==> src/rtl/sdfront_pkg.sv <==
package sdfront_pkg;
  localparam int AW       = 12;
  localparam int DW       = 32;
  localparam int WIN_AW   = 8;
  localparam int PAGE_W   = AW - WIN_AW;
  localparam int SLOT_MAX = 2;

  localparam logic [WIN_AW-1:0] OFS_INFO     = 8'h00;
  localparam logic [WIN_AW-1:0] OFS_DEBOUNCE = 8'h04;
  localparam logic [WIN_AW-1:0] OFS_BUS      = 8'h08;
  localparam logic [WIN_AW-1:0] OFS_CAP0     = 8'h10;
  localparam logic [WIN_AW-1:0] OFS_MAXC0    = 8'h18;
  localparam logic [WIN_AW-1:0] OFS_CAP1     = 8'h20;
  localparam logic [WIN_AW-1:0] OFS_MAXC1    = 8'h28;
  localparam logic [WIN_AW-1:0] OFS_WPPOL    = 8'hEC;
  localparam logic [WIN_AW-1:0] OFS_CDET     = 8'hF0;
  localparam logic [WIN_AW-1:0] OFS_ISTAT    = 8'hFC;

  localparam logic [DW-1:0] DEBOUNCE_RST = 32'h0000_0005;

  typedef enum logic [3:0] {
    K_NONE, K_INFO, K_DEBOUNCE, K_BUS, K_WPPOL, K_CDET,
    K_ISTAT, K_CAP, K_MAXC, K_SLOT
  } fd_kind_e;

  function automatic logic [DW-1:0] info_reset_val(input int nslot);
    logic [DW-1:0] v;
    v = '0;
    v[16] = 1'b1;
    if (nslot > 1) v[17] = 1'b1;
    return v;
  endfunction

  function automatic logic [DW-1:0] info_write_val(input logic [DW-1:0] w);
    return w & ~DW'(1);
  endfunction

  function automatic logic slot_of_page(input logic [PAGE_W-1:0] page);
    logic [PAGE_W-1:0] s;
    s = page - PAGE_W'(1);
    return s[0];
  endfunction
endpackage

==> src/rtl/sdfront_decode.sv <==
module sdfront_decode
  import sdfront_pkg::*;
#(
  parameter int NSLOT = 2
) (
  input  logic [AW-1:0] addr,
  output fd_kind_e      kind,
  output logic          idx
);
  logic [PAGE_W-1:0] page;
  logic [WIN_AW-1:0] off;

  assign page = addr[AW-1:WIN_AW];
  assign off  = addr[WIN_AW-1:0];

  always_comb begin
    kind = K_NONE;
    idx  = 1'b0;
    if (addr[1:0] == 2'b00) begin
      if (page == '0) begin
        case (off)
          OFS_INFO:     kind = K_INFO;
          OFS_DEBOUNCE: kind = K_DEBOUNCE;
          OFS_BUS:      kind = K_BUS;
          OFS_WPPOL:    kind = K_WPPOL;
          OFS_CDET:     kind = K_CDET;
          OFS_ISTAT:    kind = K_ISTAT;
          OFS_CAP0:     kind = K_CAP;
          OFS_MAXC0:    kind = K_MAXC;
          OFS_CAP1: if (NSLOT > 1) begin
            kind = K_CAP;
            idx  = 1'b1;
          end
          OFS_MAXC1: if (NSLOT > 1) begin
            kind = K_MAXC;
            idx  = 1'b1;
          end
          default: kind = K_NONE;
        endcase
      end else if (int'(page) <= NSLOT) begin
        kind = K_SLOT;
        idx  = slot_of_page(page);
      end
    end
  end
endmodule

==> src/rtl/sdfront_regs.sv <==
module sdfront_regs
  import sdfront_pkg::*;
#(
  parameter int            NSLOT       = 2,
  parameter logic [DW-1:0] CAP_DEFAULT = 32'h0
) (
  input  logic                clk,
  input  logic                rst_n,
  input  logic                we,
  input  fd_kind_e            kind,
  input  logic                idx,
  input  logic [DW-1:0]       wdata,
  input  logic [NSLOT-1:0]    istat,
  output logic [DW-1:0]       rdata,
  output logic [NSLOT*DW-1:0] caps,
  output logic [NSLOT*DW-1:0] maxcs
);
  localparam logic [DW-1:0] INFO_RST = info_reset_val(NSLOT);

  logic [DW-1:0] info_q, deb_q, bus_q, wp_q, cd_q;
  logic [DW-1:0] cap_ext [SLOT_MAX];
  logic [DW-1:0] mc_ext  [SLOT_MAX];

  always_ff @(posedge clk or negedge rst_n) begin
    if (!rst_n) begin
      info_q <= INFO_RST;
      deb_q  <= DEBOUNCE_RST;
      bus_q  <= '0;
      wp_q   <= '0;
      cd_q   <= '0;
    end else if (we) begin
      case (kind)
        K_INFO:     info_q <= info_write_val(wdata);
        K_DEBOUNCE: deb_q  <= wdata;
        K_BUS:      bus_q  <= wdata;
        K_WPPOL:    wp_q   <= wdata;
        K_CDET:     cd_q   <= wdata;
        default: ;
      endcase
    end
  end

  for (genvar n = 0; n < SLOT_MAX; n++) begin : g_slot
    if (n < NSLOT) begin : g_on
      logic [DW-1:0] cap_q, mc_q;
      always_ff @(posedge clk or negedge rst_n) begin
        if (!rst_n) begin
          cap_q <= CAP_DEFAULT;
          mc_q  <= '0;
        end else if (we && idx == 1'(n)) begin
          if (kind == K_CAP)  cap_q <= wdata;
          if (kind == K_MAXC) mc_q  <= wdata;
        end
      end
      assign cap_ext[n]         = cap_q;
      assign mc_ext[n]          = mc_q;
      assign caps[n*DW +: DW]   = cap_q;
      assign maxcs[n*DW +: DW]  = mc_q;
    end else begin : g_off
      assign cap_ext[n] = '0;
      assign mc_ext[n]  = '0;
    end
  end

  always_comb begin
    case (kind)
      K_INFO:     rdata = info_q;
      K_DEBOUNCE: rdata = deb_q;
      K_BUS:      rdata = bus_q;
      K_WPPOL:    rdata = wp_q;
      K_CDET:     rdata = cd_q;
      K_ISTAT:    rdata = DW'(istat);
      K_CAP:      rdata = cap_ext[idx];
      K_MAXC:     rdata = mc_ext[idx];
      default:    rdata = '0;
    endcase
  end
endmodule

==> src/rtl/sdfront_irq.sv <==
module sdfront_irq #(
  parameter int NSLOT = 2
) (
  input  logic             clk,
  input  logic             rst_n,
  input  logic [NSLOT-1:0] slot_irq,
  output logic [NSLOT-1:0] stat,
  output logic             irq
);
  always_ff @(posedge clk or negedge rst_n) begin
    if (!rst_n) stat <= '0;
    else        stat <= slot_irq;
  end

  assign irq = |stat;
endmodule

==> src/rtl/sdfront_top.sv <==
module sdfront_top
  import sdfront_pkg::*;
#(
  parameter int            NSLOT       = 2,
  parameter logic [DW-1:0] CAP_DEFAULT = 32'h3A5C_0081
) (
  input  logic                clk,
  input  logic                rst_n,
  input  logic                req_valid,
  output logic                req_ready,
  input  logic                req_write,
  input  logic [AW-1:0]       req_addr,
  input  logic [DW-1:0]       req_wdata,
  output logic                rsp_valid,
  output logic [DW-1:0]       rsp_rdata,
  output logic                rsp_err,
  output logic [NSLOT-1:0]    slot_req_valid,
  output logic                slot_req_write,
  output logic [WIN_AW-1:0]   slot_req_addr,
  output logic [DW-1:0]       slot_req_wdata,
  input  logic [NSLOT-1:0]    slot_req_ready,
  input  logic [NSLOT-1:0]    slot_rsp_valid,
  input  logic [NSLOT*DW-1:0] slot_rsp_rdata,
  input  logic [NSLOT-1:0]    slot_irq,
  output logic [NSLOT*DW-1:0] slot_cap,
  output logic [NSLOT*DW-1:0] slot_maxcur,
  output logic                irq
);
  fd_kind_e         kind;
  logic             idx;
  logic [DW-1:0]    reg_rdata;
  logic [NSLOT-1:0] istat;

  logic             is_slot;
  logic             g_acc, s_acc, s_done;
  logic             pend_q, pend_idx_q;
  logic             g_rsp_q, g_err_q;
  logic [DW-1:0]    g_rdata_q;

  logic [SLOT_MAX-1:0] sready_ext, srsp_ext;
  logic [DW-1:0]       srdata_ext [SLOT_MAX];

  sdfront_decode #(.NSLOT(NSLOT)) u_dec (
    .addr (req_addr),
    .kind (kind),
    .idx  (idx)
  );

  sdfront_regs #(.NSLOT(NSLOT), .CAP_DEFAULT(CAP_DEFAULT)) u_regs (
    .clk   (clk),
    .rst_n (rst_n),
    .we    (g_acc && req_write),
    .kind  (kind),
    .idx   (idx),
    .wdata (req_wdata),
    .istat (istat),
    .rdata (reg_rdata),
    .caps  (slot_cap),
    .maxcs (slot_maxcur)
  );

  sdfront_irq #(.NSLOT(NSLOT)) u_irq (
    .clk      (clk),
    .rst_n    (rst_n),
    .slot_irq (slot_irq),
    .stat     (istat),
    .irq      (irq)
  );

  assign is_slot = (kind == K_SLOT);

  for (genvar n = 0; n < SLOT_MAX; n++) begin : g_port
    if (n < NSLOT) begin : g_on
      assign sready_ext[n]     = slot_req_ready[n];
      assign srsp_ext[n]       = slot_rsp_valid[n];
      assign srdata_ext[n]     = slot_rsp_rdata[n*DW +: DW];
      assign slot_req_valid[n] = req_valid && !pend_q && is_slot && (idx == 1'(n));
    end else begin : g_off
      assign sready_ext[n] = 1'b0;
      assign srsp_ext[n]   = 1'b0;
      assign srdata_ext[n] = '0;
    end
  end

  assign req_ready = !pend_q && (!is_slot || sready_ext[idx]);
  assign g_acc     = req_valid && req_ready && !is_slot;
  assign s_acc     = req_valid && req_ready && is_slot;
  assign s_done    = pend_q && srsp_ext[pend_idx_q];

  assign slot_req_write = req_write;
  assign slot_req_addr  = req_addr[WIN_AW-1:0];
  assign slot_req_wdata = req_wdata;

  always_ff @(posedge clk or negedge rst_n) begin
    if (!rst_n) begin
      pend_q     <= 1'b0;
      pend_idx_q <= 1'b0;
    end else if (s_acc) begin
      pend_q     <= 1'b1;
      pend_idx_q <= idx;
    end else if (s_done) begin
      pend_q     <= 1'b0;
    end
  end

  always_ff @(posedge clk or negedge rst_n) begin
    if (!rst_n) begin
      g_rsp_q   <= 1'b0;
      g_err_q   <= 1'b0;
      g_rdata_q <= '0;
    end else begin
      g_rsp_q   <= g_acc;
      g_err_q   <= g_acc && (kind == K_NONE);
      g_rdata_q <= (g_acc && !req_write) ? reg_rdata : '0;
    end
  end

  assign rsp_valid = g_rsp_q || s_done;
  assign rsp_rdata = s_done ? srdata_ext[pend_idx_q] : g_rdata_q;
  assign rsp_err   = g_err_q;
endmodule

==> config.mk <==
export PLATFORM = sky130hd
export DESIGN_NAME = sdfront_top
export DESIGN_NICKNAME = d
export VERILOG_FILES = /design/src/rtl/sdfront_pkg.sv /design/src/rtl/sdfront_decode.sv /design/src/rtl/sdfront_regs.sv /design/src/rtl/sdfront_irq.sv /design/src/rtl/sdfront_top.sv
export SDC_FILE = /design/constraint.sdc
export NUM_CORES = 1
export LEC_CHECK = 0
export BUFFER_PORTS_ARGS = -buffer_cell sky130_fd_sc_hd__buf_2
export CORE_MARGIN = 2
export CORE_UTILIZATION = 40
export DETAILED_ROUTE_END_ITERATION = 8
export MAX_ROUTING_LAYER = met4
export PLACE_DENSITY_LB_ADDON = 0.25
export SLEW_MARGIN = 20
export SYNTH_ARGS = -nofsm -noshare
export SYNTH_HDL_FRONTEND = slang
export SYNTH_SLANG_ARGS = --single-unit
==> constraint.sdc <==
create_clock -name clk -period 6.43 [get_ports clk]
set_clock_uncertainty 0.1 [all_clocks]
set_input_delay 1.286 -clock clk [delete_from_list [all_inputs] [get_ports clk]]
set_output_delay 1.286 -clock clk [all_outputs]
set_load 0.05 [all_outputs]
# Yosys cells after proc, flatten, opt, wreduce, memory -nomap -nowiden
# Index checks and enable logic that the tools add are counted.
# classes
add_sub_neg,1
n_lt_le_gt_ge,5
eq_ne,18
mux,26
bitwise,3
reduce_logical,37
# ops
op,n
$mux W32,11
$pmux W32 S8,1
$pmux W4 S8,1
$eq A8 B8 Y1 const B,3
$reduce_and A2 Y1,9
$eq A4 B3 Y1 const B,4
$eq A8 B5 Y1 const B,2
$eq A8 B6 Y1 const B,2
$logic_and A1 B1 Y1,14
$mux W4,3
$mux W1,10
$eq A4 B2 Y1 const B,2
$eq A4 B4 Y1 const B,2
$eq A8 B3 Y1 const B,1
$eq A8 B4 Y1 const B,1
$logic_not A4 Y1,2
$logic_not A8 Y1,1
$reduce_or A2 Y1,4
$eq A4 B1 Y1 const B,1
$ge A2 B2 Y1 const B,2
$le A4 B2 Y1 const B,1
$lt A1 B2 Y1 const B,2
$not A1 Y2,2
$logic_not A1 Y1,3
5 further kinds,6
# word_totals
register_bits,325
inputBits,118
out_inout_bits,207
wordCells,105

# Longest topological paths before layout
# Gate-level depths: netlist (run 1).
# depth
ltp_word,14
mapped_depth,10
depth_no_buf,6

# By module
# From an unflattened synthesis (run 1), not the netlist that was laid out.
# unflattened
cells_unflattened,1147
area_unflattened_um2,15391.0
# modules_own_cells
module,n_inst,cells_each,area_per_inst_um2,seq_area_each_um2
sdfront_regs,1,855,12695.9,7211.9
sdfront_top,1,249,2409.8,900.9
sdfront_decode,1,40,229.0,0.0
sdfront_irq,1,3,56.3,50.0

# Worst setup path after synthesis (run 1)
# OpenSTA, ideal clock, no wires.
# synth_timing
path_type,input to output
start,input req_addr[5]
end,output req_ready
arrival_ns,3.556
required_time_ns,5.044
slack_ns,1.488
stages,8
n_path_buf,3
cell_sequence,clkbuf_1 > nor3b_1 > a21o_1 > nand2_1 > buf_1 > buf_1 > mux2i_1 > a21oi_1
# synth_via
elab_chain_cells,9
word_cells_on_any_way,25
cone_classes,10 x eq/ne; 8 x mux; 7 x reduce/logical
# synth_lines
item,line,text
start: declaration,sdfront_top.sv:12,"input logic [AW-1:0] req_addr,"
$eq A8 B5 Y1 or $eq A8 B6 Y1 (tied branches),sdfront_decode.sv:21,case (off)
$reduce_or A2 Y1 (no line),-,
$pmux W4 S8 or $mux W1 (tied branches),-,
$mux W4 or $mux W1 (tied branches),sdfront_decode.sv:20,if (page == '0) begin
$mux W4 or $mux W1 (tied branches),sdfront_decode.sv:19,if (addr[1:0] == 2'b00) begin
$eq A4 B4 Y1 or $mux W1 (tied branches),"sdfront_top.sv:70, sdfront_top.sv:85",
$logic_not A1 Y1 or $mux W1 (tied branches),sdfront_top.sv:85,assign req_ready = !pend_q && (!is_slot || sready_ext[idx]);
$logic_or A1 B1 Y1 *,sdfront_top.sv:85,
$logic_and A1 B1 Y1 *,sdfront_top.sv:85,
end: declaration,sdfront_top.sv:10,"output logic req_ready,"
# Mark *: on every way between the ends. The rest lies on a longest branch, timed or not. The select of a mux whose other input is x is not followed.

# Worst setup path in the final report (run 1)
# layout_timing
start,input req_addr[1]
end,output slot_req_valid[1]
# layout_via
elab_chain_cells,8
word_cells_on_any_way,23
cone_classes,10 x eq/ne; 6 x mux; 7 x reduce/logical
# layout_lines
item,line,text
$eq A8 B5 Y1 or $eq A8 B6 Y1 (tied branches),sdfront_decode.sv:21,
$reduce_or A2 Y1 (no line),-,
$pmux W4 S8,sdfront_decode.sv:21,
$mux W4,sdfront_decode.sv:20,
$mux W4,sdfront_decode.sv:19,
$eq A4 B4 Y1,sdfront_top.sv:70,assign is_slot = (kind == K_SLOT);
$logic_and A1 B1 Y1,sdfront_top.sv:77,assign slot_req_valid[n] = req_valid && !pend_q && is_slot && (idx == 1'(n));
$logic_and A1 B1 Y1 *,sdfront_top.sv:77,
end: declaration,sdfront_top.sv:17,"output logic [NSLOT-1:0] slot_req_valid,"
# Mark *: on every way between the ends. The rest lies on a longest branch, timed or not.

==> metrics.yaml, run 1 <==
status: "finished clean"
grt_util_met2_pct: 36.2
ctsRootBufferMaster: "clkbuf_16"
drt_iter0_markers: 703
core-area_mm2: 0.0377
startpoint: "req_addr[1]"
h-tree-depth: 2
clk_pin_slew_worst_paths_ns: 0.05
io_pins: 325
crit_end: "slot_req_valid[1]"
leakage_uw: 0.00908
grt_overflow: 0
critPathKind: "in -> out"
ys.flop_type: "dfrtp_1"
dr_total_vias: 10900
ant_nets: 0
worstSkewPairLatency_ns: 0.52
n_antenna_cell: 0
initial_utilization_pct: 40.7
timing.fmax_mhz: 197
dpl_cell_area_mm2: 0.0173
via_per_inst: 5.58
post_cts_buffers: 0
fin_setup_tns_ns: 0
p_per_area_mw_per_mm2: 230
yosysWarningCount: 0
slew_viol_final: 0
dr.pass1.iters: 5
required_ns: 5.04
r2r_cells: 3
drive_gt1_share_pct: 52.0
use_met3_pct: 2.80
r2r_end: "u_regs.deb_q[27]"
setup_viol: 0
gr-usage-met1_pct: 31.0
clockBufferDepth: 3
synthCells: 1151
clock_sinks: 325
grt_pass1_vias: 11000
async_flop_share_pct: 100
multi_input_area_mm2: 0.00657
die_area_mm2: 0.0399
yosysTopAreaCell: "dfrtp_1"
cts_tree: "built"
critPathSlowestCell: "a2111oi_4"
ys_top_cells_by_count: "dfrtp_1 (301), mux2_2 (300), nand2_1 (50)"
antenna_found_initial: 0
num-fill-cells: 3433
grt_max_degree: 148
seqCellArea_mm2: 0.00816
num_rows: 71
yosysTopAreaCellShare_pct: 49.2
rrSetupSlack_ns: 3.59
grt-busiest-layer: "met2"
end_kind: "output port"
io_buffers: 324
hp-start: "u_regs.bus_q[27]"
numCtsBuffers: 36
maxCapViolCount: 0
cp-start-kind: "input port"
drcViolationCount: 0
ys_types: 60
final.min_clock_period_ns: 5.07
ir_worst_vdd_v: 0.000143
ys_seq_elements: 325
cts_resized: 0
worstPathArrival_ns: 3.68
period_share_pct: 78.8
slew_headroom_pct: 24.6
syn_nets: 1269
die-height_um: 200
hp-class: "reg -> reg"
place.detailed.hpwl_um: 28700
rsz0062_at_grt: "false"
totalWireLength_um: 44500
crit_path_frequent_cell: "buf_2"
grt_pass1_wl_um: 66600
synth_area_leaders: "dfrtp_1 (49%), mux2_2 (22%), dfstp_2 (4.1%)"
die_w_um: 200
grt_util_all_layers_pct: 22.6
cp_top_family: "compound AO/OA/AOI/OAI gates"
netlist_area_mm2: 0.0153
wl_per_cell_um: 22.7
gp_congestion: 0.828
yosysSeqAreaShare_pct: 53.3
crit_path_cell_trace: "buf_2, or2_1, a2111oi_4, o21ai_1, a21oi_4, nand2_1, nor2_1, buf_2"
syn_avg_cell_area_um2: 13.3
layout.nets: 1539
regToRegStartpoint: "pend_q"
cp.depth: 8
worst-path-buf-inv: 2
ctsHoldBuffers: 0
synth.most_common_cell: "dfrtp_1"
finalInstanceArea_mm2: 0.0183
critPathMaxFanout: 8
hold_violations: 0
synth_edf_count: 0
worst_pin_slew_ns: 1.13
critPathMaxStageDelay_ns: 0.56
area_growth_syn_to_layout_pct: 19.8
==> kinds of logic after synthesis <==
family          after synthesis  synth area share [%]
mux                         383                  27.9
compound gates              196                  9.69
simple gates                120                  4.68
flops                       325                  53.3
buf+inv                     126                  4.40
xor+xnor                      1                0.0572
==> metrics by stage <==
| step | setup slack (ns) | utilization [%] | cells | power, µW | hold WS (ns) |
|---|---|---|---|---|---|
| finish | 1.36 | 48.7 | 1959 | 4220 | 0.391 |
| global route | 1.29 | 48.7 | 1959 | 4380 | 0.404 |
| CTS | 1.41 | 48.7 | 1959 | 4280 | 0.394 |
| detailed placement | 1.42 | 45.8 | 1894 | 2320 | 0.381 |
| global placement | 1.48 | 45.8 | 1894 | 2310 | 0.368 |
| floorplan | 1.49 | - | 1151 | 2200 | 0.358 |
==> state kept, by name, summed over array words and instances, names as in the netlist, 2 cells and up <==
name / cells
u_regs.deb_q: 32
u_irq.stat: 2
u_regs.g_slot.g_on.mc_q: 64
u_regs.g_slot.g_on.cap_q: 64
u_regs.bus_q: 32
u_regs.info_q: 31
g_rdata_q: 32
u_regs.cd_q: 32
u_regs.wp_q: 32
==> worst min path at each step <==
stage	to	slack, ns	cells after the start
after floorplan	u_regs.deb_q[10]	0.36	1
after global placement	u_regs.deb_q[10]	0.37	1
after detailed placement	u_regs.deb_q[10]	0.38	1
after CTS	u_regs.deb_q[10]	0.39	1
after global routing	u_regs.deb_q[10]	0.40	1
final	u_regs.bus_q[27]	0.39	1
==> cell type report <==
type | instances | share of cell area [%]
flip-flops and latches | 325 | 44.5
multi-input cells | 700 | 35.8
repair buffers | 355 | 10.2
clock buffers | 59 | 5.61
well taps | 511 | 3.48
clock inverters | 6 | 0.341
inverters | 3 | 0.0614
==> power by group <==
part | internal, µW | switching, µW | total [µW] | leakage, µW
sequential | 2050 | 2.03 | 2050 | 0.00444
clock | 1130 | 810 | 1940 | 0.000529
combinational | 54.2 | 172 | 226 | 0.00411
==> cell usage in the layout, fill, tap and decap left out, types with 3 or more instances in the layout <==
master     netlist  final
clkbuf_1        46     20
nor4_1           3      3
a222oi_1        20     20
mux2i_1         35     35
nor4b_1          8      8
nor3_1           5      4
a32oi_1         32     32
nand4_1          7      7
nor3_4           0      3
a31oi_1         31     31
inv_1            3      3
o21ai_0         37     37
clkinv_2         0      3
dfrtp_1        301    300
nand2_1         50     48
a21oi_1         11     10
or4_1            3      3
buf_4           44     30
mux2_1          48     48
dfstp_2         24     24
buf_2           28    323
nor4_4           3      3
nand3_1          8      8
a221oi_1         9      9
clkbuf_16        0     37
nor2_1          10      9
a22oi_1         32     32
and4_1           4      3
mux2_2         300    300
==> routing by layer <==
layer  routed length (µm)  vias up  share of wire, %
li1                     -     4857                 -
met1                20200     5630                45
met2                21200      378                48
met3                 2440       62               5.5
met4                  708        0               1.6
met5                    0        -                 0
Power figures use the tool's default switching activity.
==> inputs of run 2 (changes only) <==
- clock period: 6.43 -> 4.74 ns (I/O delays scaled with it)
==> run 2 against run 1 <==
  * Clock-buffer cell count is 2 lower
  * Die area unchanged
  * Combinational power is 36% higher
==> metrics.yaml, run 2 (synthesis gave the netlist of run 1 again) <==
status: "finished clean"
pre_cts_slack_ns: 0.716
rsz0062_at_grt: "false"
slew_headroom_pct: 48.7
core-area_mm2: 0.0377
drt_iter0_markers: 782
numCtsBuffers: 36
post_cts_buffers: 0
worstPathArrival_ns: 3.02
drcViolationCount: 0
n_antenna_cell: 0
io_buffers: 324
dr_total_vias: 11100
die-height_um: 200
hold_violations: 0
wl_per_cell_um: 22.5
area_growth_syn_to_layout_pct: 21.0
layout.nets: 1549
grt_util_all_layers_pct: 22.7
setup_viol: 0
die_area_mm2: 0.0399
gp_congestion: 0.857
via_per_inst: 5.65
maxCapViolCount: 0
slew_viol_final: 0
h-tree-depth: 2
dr.pass1.iters: 6
cts_tree: "built"
antenna_found_initial: 0
final.min_clock_period_ns: 4.06
clock_sinks: 325
p_per_area_mw_per_mm2: 314
clockBufferDepth: 3
end_kind: "output port"
grt_max_degree: 112
initial_utilization_pct: 40.7
reg.largest.list: "u_regs.g_slot.g_on.cap_q x64, u_regs.g_slot.g_on.mc_q x64"
totalWireLength_um: 44300
grt_pass1_vias: 11100
leakage_uw: 0.00919
drive_gt1_share_pct: 52.7
critPathKind: "in -> out"
critPathMaxFanout: 6
grt_pass1_wl_um: 66900
period_share_pct: 85.8
ir_worst_vdd_v: 0.000199
timing.fmax_mhz: 246
ctsRootBufferMaster: "clkbuf_16"
final_common_cell: "buf_2"
cp-start-kind: "input port"
fin_ws_ns: 0.675
clk_pin_slew_worst_paths_ns: 0.06
place.detailed.hpwl_um: 29100
io_pins: 325
num-fill-cells: 3413
hp-class: "in -> async"
grt_overflow: 0
regToRegStartpoint: "pend_q"
worstSkewPairLatency_ns: 0.51
ant_nets: 0
fin_setup_tns_ns: 0
ctsHoldBuffers: 0
required_ns: 3.69
startpoint: "req_addr[1]"
cts_resized: 0
worst_pin_slew_ns: 0.770
final_cell_mix: "buf_2 (323), mux2_2 (300), dfrtp_1 (300)"
die_w_um: 200
num_rows: 71
-- run 2: changes by cell type in the layout (fill, tap and decap cells not counted), sizes merged --
cell / before / now
bufinv: 1 / 2
buf: 355 / 365
clkinv: 3 / 4
clkbuf: 59 / 57
inv: 5 / 4
-- run 2: final cells by class --
| cell class | count | area [µm²] | share of cell area (%) |
|---|---|---|---|
| clock buffers | 57 | 1050 | 5.66 |
| clock inverters | 7 | 100 | 0.540 |
| inverters | 3 | 11.3 | 0.0608 |
| multi-input cells | 700 | 6570 | 35.4 |
| flip-flops and latches | 325 | 8160 | 44.1 |
| well taps | 511 | 639 | 3.45 |
| repair buffers | 365 | 2000 | 10.8 |
-- run 2: path summary, 6_finish.rpt --
kind / endpoint / slack (ns) / depth (start not counted)
min in group clk: u_regs.deb_q[10] / 0.39 / 1
min reg2reg: u_regs.deb_q[10] / 0.39 / 1
max: slot_req_valid[0] / 0.68 / 8
min: u_regs.g_slot[0].g_on.mc_q[1] / 0.38 / 1
max reg2reg: u_regs.g_slot[1].g_on.cap_q[23] / 2.60 / 5
max in group asynchronous: u_regs.g_slot[1].g_on.mc_q[29] / 3.11 / 2
-- run 2: critical path, cell delays in order --
cell	delay, ns
buf_2	0.13
or2_1	0.31
a2111oi_4	0.55
o21ai_1	0.32
a21oi_4	0.23
nand2_1	0.12
nor2_1	0.12
buf_2	0.28
-- run 2: per-stage QoR --
stage | hold WS, ns | std cells | total power, µW | cell area (µm²) | utilization [%]
2_1_floorplan | 0.358 | 1151 | 2980 | 15300 | -
3_3_place_gp | 0.372 | 1904 | 3140 | 17400 | 46.2
3_5_place_dp | 0.379 | 1904 | 3140 | 17400 | 46.2
4_1_cts | 0.392 | 1968 | 5890 | 18500 | 49.2
5_1_grt | 0.401 | 1968 | 6030 | 18500 | 49.2
6_report | 0.375 | 1968 | 5810 | 18500 | 49.2
-- run 2: power by group --
part	leakage, µW	internal [µW]	switching (µW)
Sequential	0.00444	2780	2.66
Clock	0.000562	1630	1090
Combinational	0.00419	75.4	231
-- run 2: routing by layer --
layer / vias to the layer above / track usage [%] / wire length, µm
met5: - / - / 0
met4: 0 / 5.32 / 874
met3: 64 / 3.49 / 2960
met2: 429 / 35.8 / 20600
met1: 5730 / 31.0 / 19900
li1: 4891 / - / -
